**config.mk**
```make
export PLATFORM = sky130hd
export DESIGN_NAME = zqc_scheduler
export DESIGN_NICKNAME = d
export VERILOG_FILES = /design/src/rtl/zqc_pkg.sv /design/src/rtl/zqc_period_timer.sv /design/src/rtl/zqc_nop_counter.sv /design/src/rtl/zqc_scheduler.sv
export SDC_FILE = /design/constraint.sdc
export NUM_CORES = 1
export LEC_CHECK = 0
export BUFFER_PORTS_ARGS = -buffer_cell sky130_fd_sc_hd__buf_2
export CAP_MARGIN = 30
export CORE_MARGIN = 2
export CORE_UTILIZATION = 57
export CTS_BUF_LIST = sky130_fd_sc_hd__clkbuf_8
export DETAILED_ROUTE_END_ITERATION = 6
export HOLD_SLACK_MARGIN = 0.1
export PLACE_DENSITY = 0.89
export SLEW_MARGIN = 20
export SYNTH_ARGS = -nofsm -noshare
export SYNTH_HDL_FRONTEND = slang
export SYNTH_SLANG_ARGS = --single-unit
```
**constraint.sdc**
```tcl
create_clock -name clk -period 2.7 [get_ports clk]
set_input_delay 0.405 -clock clk [delete_from_list [all_inputs] [get_ports clk]]
set_output_delay 0.405 -clock clk [all_outputs]
set_load 0.005 [all_outputs]
```
**src/rtl/zqc_pkg.sv**
```systemverilog
package zqc_pkg;
    typedef enum logic [1:0] {
        ST_IDLE,
        ST_REQ,
        ST_WAIT
    } zqc_state_e;

    localparam int ZQC_NRANK = 2;
endpackage

```
**src/rtl/zqc_period_timer.sv**
```systemverilog
module zqc_period_timer #(
    parameter int IVL_W       = 12,
    parameter int UNIT_CYCLES = 1024
) (
    input  logic             clk,
    input  logic             rst_n,
    input  logic             en,
    input  logic             restart,
    input  logic [IVL_W-1:0] interval,
    output logic             tick
);
    localparam int PRE_W = (UNIT_CYCLES > 1) ? $clog2(UNIT_CYCLES) : 1;

    logic [PRE_W-1:0] pre;
    logic [IVL_W-1:0] units;
    logic             pre_wrap;
    logic             unit_last;

    assign pre_wrap  = (pre == PRE_W'(UNIT_CYCLES - 1));
    assign unit_last = (units == (interval - IVL_W'(1)));
    assign tick      = en && (interval != '0) && pre_wrap && unit_last;

    always_ff @(posedge clk) begin
        if (!rst_n || restart || !en || tick) begin
            pre   <= '0;
            units <= '0;
        end else if (pre_wrap) begin
            pre   <= '0;
            units <= units + IVL_W'(1);
        end else begin
            pre <= pre + PRE_W'(1);
        end
    end

    AST_TICK_GATED: assert property (@(posedge clk) disable iff (!rst_n)
        !en |-> !tick);
    AST_TICK_SPACED: assert property (@(posedge clk) disable iff (!rst_n)
        tick |=> !tick);
endmodule

```
**src/rtl/zqc_nop_counter.sv**
```systemverilog
module zqc_nop_counter #(
    parameter int W = 11
) (
    input  logic         clk,
    input  logic         rst_n,
    input  logic         load,
    input  logic [W-1:0] load_val,
    output logic         expire,
    output logic         running
);
    logic [W-1:0] cnt;

    assign running = (cnt != '0);
    assign expire  = (cnt == W'(1));

    always_ff @(posedge clk) begin
        if (!rst_n) begin
            cnt <= '0;
        end else if (load) begin
            cnt <= (load_val == '0) ? W'(1) : load_val;
        end else if (cnt != '0) begin
            cnt <= cnt - W'(1);
        end
    end

    AST_CNT_STEP: assert property (@(posedge clk) disable iff (!rst_n)
        (running && !load) |=> (cnt == $past(cnt) - W'(1)));
    AST_CNT_LOADED: assert property (@(posedge clk) disable iff (!rst_n)
        load |=> running);
endmodule

```
**src/rtl/zqc_scheduler.sv**
```systemverilog
module zqc_scheduler
    import zqc_pkg::*;
#(
    parameter int LONG_W      = 11,
    parameter int SHORT_W     = 10,
    parameter int IVL_W       = 12,
    parameter int UNIT_CYCLES = 1024,
    parameter int NRANK       = ZQC_NRANK
) (
    input  logic               clk,
    input  logic               rst_n,
    input  logic               cfg_auto_off,
    input  logic               cfg_srx_off,
    input  logic               cfg_mpsm_off,
    input  logic               cfg_ddr4,
    input  logic               cfg_shared_res,
    input  logic [LONG_W-1:0]  cfg_long_wait,
    input  logic [SHORT_W-1:0] cfg_short_wait,
    input  logic [IVL_W-1:0]   cfg_interval,
    input  logic               ev_srx_exit,
    input  logic               ev_mpsm_exit,
    input  logic               ev_dbg_short,
    output logic               cmd_req,
    output logic               cmd_long,
    output logic [NRANK-1:0]   cmd_rank,
    input  logic               cmd_gnt,
    output logic               busy
);
    localparam int CNT_W  = (LONG_W > SHORT_W) ? LONG_W : SHORT_W;
    localparam int RIDX_W = (NRANK > 1) ? $clog2(NRANK) : 1;

    zqc_state_e        state, state_nx;
    logic              pend_long, pend_short;
    logic              cur_long, shared_q;
    logic [RIDX_W-1:0] ridx;
    logic [NRANK-1:0]  rank_vec;
    logic              long_ev, short_ev, tick;
    logic              dispatch, grant, last_rank, finish, advance;
    logic              cnt_expire, cnt_running;
    logic [CNT_W-1:0]  wait_val;

    // Trigger qualification
    assign long_ev  = (ev_srx_exit & ~cfg_srx_off)
                    | (ev_mpsm_exit & cfg_ddr4 & ~cfg_mpsm_off);
    assign short_ev = ev_dbg_short | tick;

    assign dispatch  = (state == ST_IDLE) && (pend_long || pend_short);
    assign grant     = (state == ST_REQ) && cmd_gnt;
    assign last_rank = !shared_q || (ridx == RIDX_W'(NRANK - 1));
    assign finish    = (state == ST_WAIT) && cnt_expire && last_rank;
    assign advance   = (state == ST_WAIT) && cnt_expire && !last_rank;
    assign wait_val  = cur_long ? CNT_W'(cfg_long_wait) : CNT_W'(cfg_short_wait);

    zqc_period_timer #(
        .IVL_W       (IVL_W),
        .UNIT_CYCLES (UNIT_CYCLES)
    ) u_timer (
        .clk      (clk),
        .rst_n    (rst_n),
        .en       (~cfg_auto_off),
        .restart  (finish),
        .interval (cfg_interval),
        .tick     (tick)
    );

    zqc_nop_counter #(
        .W (CNT_W)
    ) u_cnt (
        .clk      (clk),
        .rst_n    (rst_n),
        .load     (grant),
        .load_val (wait_val),
        .expire   (cnt_expire),
        .running  (cnt_running)
    );

    // Pending work, merged
    always_ff @(posedge clk) begin
        if (!rst_n) begin
            pend_long  <= 1'b0;
            pend_short <= 1'b0;
        end else if (dispatch) begin
            pend_long  <= long_ev;
            pend_short <= 1'b0;
        end else begin
            pend_long  <= pend_long | long_ev;
            pend_short <= pend_short
                        | (short_ev & (state == ST_IDLE) & ~pend_long);
        end
    end

    // Current command context
    always_ff @(posedge clk) begin
        if (!rst_n) begin
            cur_long <= 1'b0;
            shared_q <= 1'b0;
            ridx     <= '0;
        end else if (dispatch) begin
            cur_long <= pend_long;
            shared_q <= cfg_shared_res;
            ridx     <= '0;
        end else if (advance) begin
            ridx <= ridx + RIDX_W'(1);
        end
    end

    // State register
    always_ff @(posedge clk) begin
        if (!rst_n) state <= ST_IDLE;
        else        state <= state_nx;
    end

    always_comb begin
        state_nx = state;
        unique case (state)
            ST_IDLE: if (dispatch) state_nx = ST_REQ;
            ST_REQ:  if (grant)    state_nx = ST_WAIT;
            ST_WAIT: begin
                if (advance)     state_nx = ST_REQ;
                else if (finish) state_nx = ST_IDLE;
            end
            default: state_nx = ST_IDLE;
        endcase
    end

    for (genvar r = 0; r < NRANK; r++) begin : g_rank
        assign rank_vec[r] = shared_q ? (ridx == RIDX_W'(r)) : 1'b1;
    end

    // Outputs
    always_comb begin
        cmd_req  = (state == ST_REQ);
        cmd_long = cur_long;
        cmd_rank = rank_vec;
        busy     = (state == ST_WAIT) || ((state == ST_REQ) && (ridx != '0));
    end

    AST_REQ_HOLD: assert property (@(posedge clk) disable iff (!rst_n)
        (cmd_req && !cmd_gnt) |=> cmd_req);
    AST_REQ_STABLE: assert property (@(posedge clk) disable iff (!rst_n)
        (cmd_req && !cmd_gnt) |=> ($stable(cmd_long) && $stable(cmd_rank)));
    AST_NO_OVERLAP: assert property (@(posedge clk) disable iff (!rst_n)
        cnt_running |-> !cmd_req);
    AST_ONE_RANK: assert property (@(posedge clk) disable iff (!rst_n)
        (cmd_req && shared_q) |-> ($countones(cmd_rank) == 1));
    AST_BUSY_AFTER_GRANT: assert property (@(posedge clk) disable iff (!rst_n)
        (cmd_req && cmd_gnt) |=> busy);
endmodule

```
After elaboration in Yosys (flattened, before gate mapping)
Cells that the tools add are included.

operators by class
  add/subtract/negate cells = 5
  bitwise logic cells = 15
  muxes and demuxes = 12
  eq/ne operators = 8
  reductions and logical operators = 26

operator list
  kind                                                                      number
  11-bit 2-to-1 mux                                                         4
  12-bit by 1-bit adder with 12-bit output (second input constant)          1
  12-bit == test                                                            1
  12-bit nonzero test                                                       1
  12-bit by 1-bit subtractor with 12-bit output (second input constant)     1
  11-bit by 1-bit == test with 1-bit output (second input constant)         1
  11-bit logical NOT                                                        1
  11-bit nonzero test                                                       1
  11-bit by 1-bit subtractor with 11-bit output (second input constant)     1
  10-bit by 1-bit adder with 10-bit output (second input constant)          1
  10-bit == test (second input constant)                                    1
  1-bit logical AND                                                         9
  2-bit 2-to-1 mux                                                          4
  1-bit logical OR                                                          6
  1-bit NOT                                                                 6
  2-bit case mux with 3 select lines                                        1
  1-bit bitwise AND                                                         5
  1-bit bitwise OR                                                          4
  2-bit OR reduction                                                        2
  1-bit logical NOT                                                         3
  1-bit 2-to-1 mux                                                          3
  3-bit by 2-bit inequality test with 1-bit output (second input constant)  1
  3-bit AND reduction                                                       1
  2-bit by 1-bit == test with 1-bit output (second input constant)          1
  6 further kinds                                                           6

storage, ports and cells
  register bits after elaboration = 40
  input bits = 44
  logic and storage cells = 75

Longest topological paths before layout
  depth in word-level cells = 8
  depth in mapped cells = 10

By module
A second synthesis with hierarchy kept.

unflattened totals
  cells, all modules = 302
  area total of the unflattened synthesis = 2,601.2 um^2

by module, submodules not included
  module            cells each  instances  area an instance (um^2)
  zqc_period_timer  168         1          1,455.1
  zqc_nop_counter   80          1          678.2
  zqc_scheduler     54          1          467.9

Worst setup path before layout
No wires, ideal clock.

  kind = input port to flip-flop
  start point = input port cfg_interval[0]
  end point = register u_timer.units[3]
  required time = 2.585 ns
  setup slack = 0.197 ns
  stages on the path = 10
  buffers on the path = 2
  arrival = 2.388 ns
  cell sequence = inv_1 -> ha_1 -> or3b_1 -> buf_6 -> o21ai_1 -> o211ai_1 -> or4_1 -> o31ai_2 -> buf_6 -> nor2_2

between the ends
  longest elaborated chain between the ends = 5

RTL lines
  item                                                                                   line                    source
  start: declaration                                                                     zqc_scheduler.sv:19     input logic [IVL_W-1:0] cfg_interval,
  branches (longest 3 deep; another with 12-bit by 1-bit subtractor with 12-bit output)  n/a
  1-bit logical AND *                                                                    zqc_period_timer.sv:21  assign tick = en && (interval != '0) && pre_wrap && unit_last;
  1-bit logical OR *                                                                     zqc_period_timer.sv:24  if (!rst_n || restart || !en || tick) begin
  end signal: assignment                                                                 zqc_period_timer.sv:29  units <= units + IVL_W'(1);
  end: declaration                                                                       zqc_period_timer.sv:15  logic [IVL_W-1:0] units;

Mark *: on every way between the ends.
A chain may end at the register's enable or synchronous reset.

Worst setup path after layout
  start point = register u_cnt.cnt[4]
  end point = register u_timer.units[9]

between the ends
  longest elaborated chain between the ends = 6

RTL lines
  item                                       line                    source
  start: declaration                         zqc_nop_counter.sv:11   logic [W-1:0] cnt;
  start signal: assignment                   zqc_nop_counter.sv:20   cnt <= (load_val == '0) ? W'(1) : load_val;
  start signal: assignment                   zqc_nop_counter.sv:22   cnt <= cnt - W'(1);
  11-bit by 1-bit == test with 1-bit output  zqc_nop_counter.sv:14   assign expire = (cnt == W'(1));
  1-bit logical AND (2 in a row)             zqc_scheduler.sv:50     assign finish = (state == ST_WAIT) && cnt_expire && last_rank;
  1-bit logical OR (3 in a row)              zqc_period_timer.sv:24

Every way passes these cells.

==> results.md <==
- Status: complete, no violations
- Worst Setup EP: u_timer.units[9]
- Ports: 49
- R2r endpoint: u_timer.units[9]
- Max H-tree Level: 2
- Drt first pass iters: 6
- Class of the worst hold path: input port to register
- GRT Total Usage: 24.3%
- Wire per inst: 13.9 um
- Syn_area_per_cell: 8.14 um^2
- CTS tree: done
- F_max: 408 MHz
- DRC Markers: 0
- Worst skew pair latency: 0.30 ns
- EDFF count, synth: 0
- Total CTS buffers: 5
- Commonest cells in the netlist: 40 x dfxtp_1, 38 x nor2_1, 20 x nand2_1, 20 x xnor2_1, 20 x xor2_1
- Sw frac: 33.7%
- Syn_nets: 357
- Final Hold Viols: 0
- Post-synth top area share: 31.9%
- Post-synth ARST share: 0%
- Final min period: 2.45 ns
- Peak supply drop: 0.000237 V
- Top cells by area, synth: dfxtp_1 32%, xnor2_1 7.0%, xor2_1 7.0%, nor2_1 5.7%, mux2i_1 4.0%
- Post-route worst hold slack: 0.358 ns
- Setup WS post-layout: 0.250 ns
- Worst Skew: 0.0113 ns
- Number of antenna violations at the first check in global routing: 0
- FF-to-FF Start: u_cnt.cnt[4]
- Rel. slew slack: 56.1%
- Grt total ovfl: 0
- Yosys warns: 0
- Synthesized flop and latch total: 40
- Ys flop type: dfxtp_1
- Final HPWL DP: 4.44 mm
- Vias per cell: 5.71
- CTS Buffer Depth: 2
- CP Max Fanout: 12
- Post-synthesis cell type count: 47
- Post-route ant nets: 0
- Critical path data required time: 2.88 ns
- Worst-Margin Slew: 0.658 ns
- Row cnt: 24
- Comb power frac: 32.0%
- Max-slew violations: 0
- Post_cts resized: 0
- Static Leakage: 1.13 nW
- Power Internal: 1.19 mW
- RSZ-0062 raised after global routing: no
- Cell area after synthesis: 2510 um^2
- Core Footprint: 4290 um^2
- Initial Util: 58.4%
- Max cap viols: 0
- Inst Count DP: 405
- Power per cell area: 615 nW/um^2
- Setup Buffers After CTS: 0
- Initial DRC Count: 188
- Final #Nets: 409
- DR vias: 2359
- GP Congestion: 0.915
- Startpoint class of the critical path: register
- Largest net degree at the start of global routing: 16
- Clk pwr share: 26.8%
- Post-layout util: 67.9%
- Endpoints failing setup: 0
- Clock root buffer master: clkbuf_8
- CP Class: register to register
- Chip Width: 70.3 um
- Die area: 4950 um^2
- P_sw: 0.605 mW
- CP Capture Type: register
- Clk slew on worst S/H paths: 0.08 ns
- Layout area overhead: 16.3%
- Worst slack, placed: 0.0414 ns
- Post-synth top area cell: dfxtp_1
- Die Ht: 70.3 um
- Layout cells sized above 1: 22.2%
- N_diodes: 0
- Final cycle utilization of the critical path: 90.8%
- Hold Buf Count CTS: 0
- Number of global-route vias before repair: 2195
- I/O Buffers: 48
- First-pass GRT wire length: 9.84 mm
- R2r setup slk: 0.25 ns
- Non-filler cells in the finished layout: 413
- Cells after synthesis: 308
- Critical path origin: u_cnt.cnt[4]
- CP arrival: 2.63 ns
- Clock Sinks: 40
- Setup TNS: 0 ns
- R2R cell count: 7
- Most common cell in the netlist: dfxtp_1
- WL final: 5.73 mm
- Register area share after synthesis: 31.9%
- Reg power frac: 41.2%
worst min path at each step:
stage                         from             end  slack [ns]  cells after the start
finish              cfg_shared_res        shared_q        0.36                      3
global route        cfg_shared_res        shared_q        0.36                      3
CTS                 cfg_shared_res        shared_q        0.35                      3
detailed placement  u_timer.pre[0]  u_timer.pre[0]        0.47                      1
global placement    u_timer.pre[0]  u_timer.pre[0]        0.44                      1
floorplan           u_timer.pre[0]  u_timer.pre[0]        0.43                      1
stage by stage:
step | power, mW | cell area [um^2]
after floorplan | 1.15 | 2510
after global placement | 1.28 | 2810
after detailed placement | 1.31 | 2810
after CTS | 1.79 | 2920
after global routing | 1.91 | 2920
final | 1.79 | 2920
worst max-delay path: stages (launching register included):
cell	delay, ns
dfxtp_1	0.37
or4_1	0.62
nor4_1	0.42
and3_1	0.31
a311oi_1	0.17
o31ai_2	0.10
buf_4	0.25
nor2_1	0.08
placed cells by master, fill, tap and decap left out, drive strengths merged, types with 2 or more instances in the layout:
cell type | netlist | layout
nand3 | 16 | 16
clkbuf | 6 | 5
buf | 2 | 53
inv | 9 | 9
dfxtp | 40 | 40
nand4 | 5 | 5
a211oi | 5 | 5
or4 | 5 | 5
and3 | 6 | 6
nor3 | 13 | 13
nor2 | 48 | 48
nor2b | 5 | 5
o211ai | 2 | 2
a22oi | 2 | 2
mux2 | 2 | 2
nand2 | 20 | 20
and4 | 3 | 3
xor2 | 20 | 20
or3 | 5 | 5
or3b | 2 | 2
o31ai | 6 | 6
and2 | 4 | 4
o21ai | 14 | 14
mux2i | 10 | 10
xnor2 | 20 | 20
a21oi | 5 | 5
ha | 5 | 5
nor4 | 8 | 8
a31oi | 6 | 6
nand2b | 3 | 3
a311oi | 2 | 2
area by class of cell:
type                    count  area [um^2]
well taps                  52         65.1
repair buffers             53          278
fillers                   364         1380
clock buffers               5         68.8
flip-flops and latches     40          801
multi-input cells         251         1630
inverters                   9         33.8
clock inverters             3         42.5
flip-flops by register name, indices dropped and copies added (netlist names):
| register | cells |
|---|---|
| cmd_long | 1 |
| pend_long | 1 |
| pend_short | 1 |
| ridx | 1 |
| shared_q | 1 |
| state | 2 |
| u_cnt.cnt | 11 |
| u_timer.pre | 10 |
| u_timer.units | 12 |
power groups by stage:
stage,sequential (mW),combinational (mW),clock [mW]
global placement,0.745,0.534,0
global route,0.749,0.645,0.518
detailed placement,0.748,0.562,0
CTS,0.736,0.571,0.487
finish,0.739,0.573,0.481
floorplan,0.724,0.422,0
layer usage:
layer,wire [um],global-route usage (%),up-vias
met2,2830,42.6,61
met3,317,4.91,9
li1,-,-,1213
met5,0,0,-
met1,2510,30.3,1076
met4,72,6.20,0
cells by family (layout without fill, tap and decap cells):
logic type               count (synthesis)  in the layout  share of synthesized area [%]
multiplexers                            12             12                           4.89
XOR/XNOR                                40             40                           14.0
flip-flops                              40             40                           31.9
AO/OA/AOI/OAI                           48             48                           12.7
AND/OR/NAND/NOR                        146            146                           30.8
buffers and inverters                   17             70                           3.14
adder cells (fa/ha/maj)                  5              5                           2.50
No activity file was read; power rests on OpenSTA's default activity.
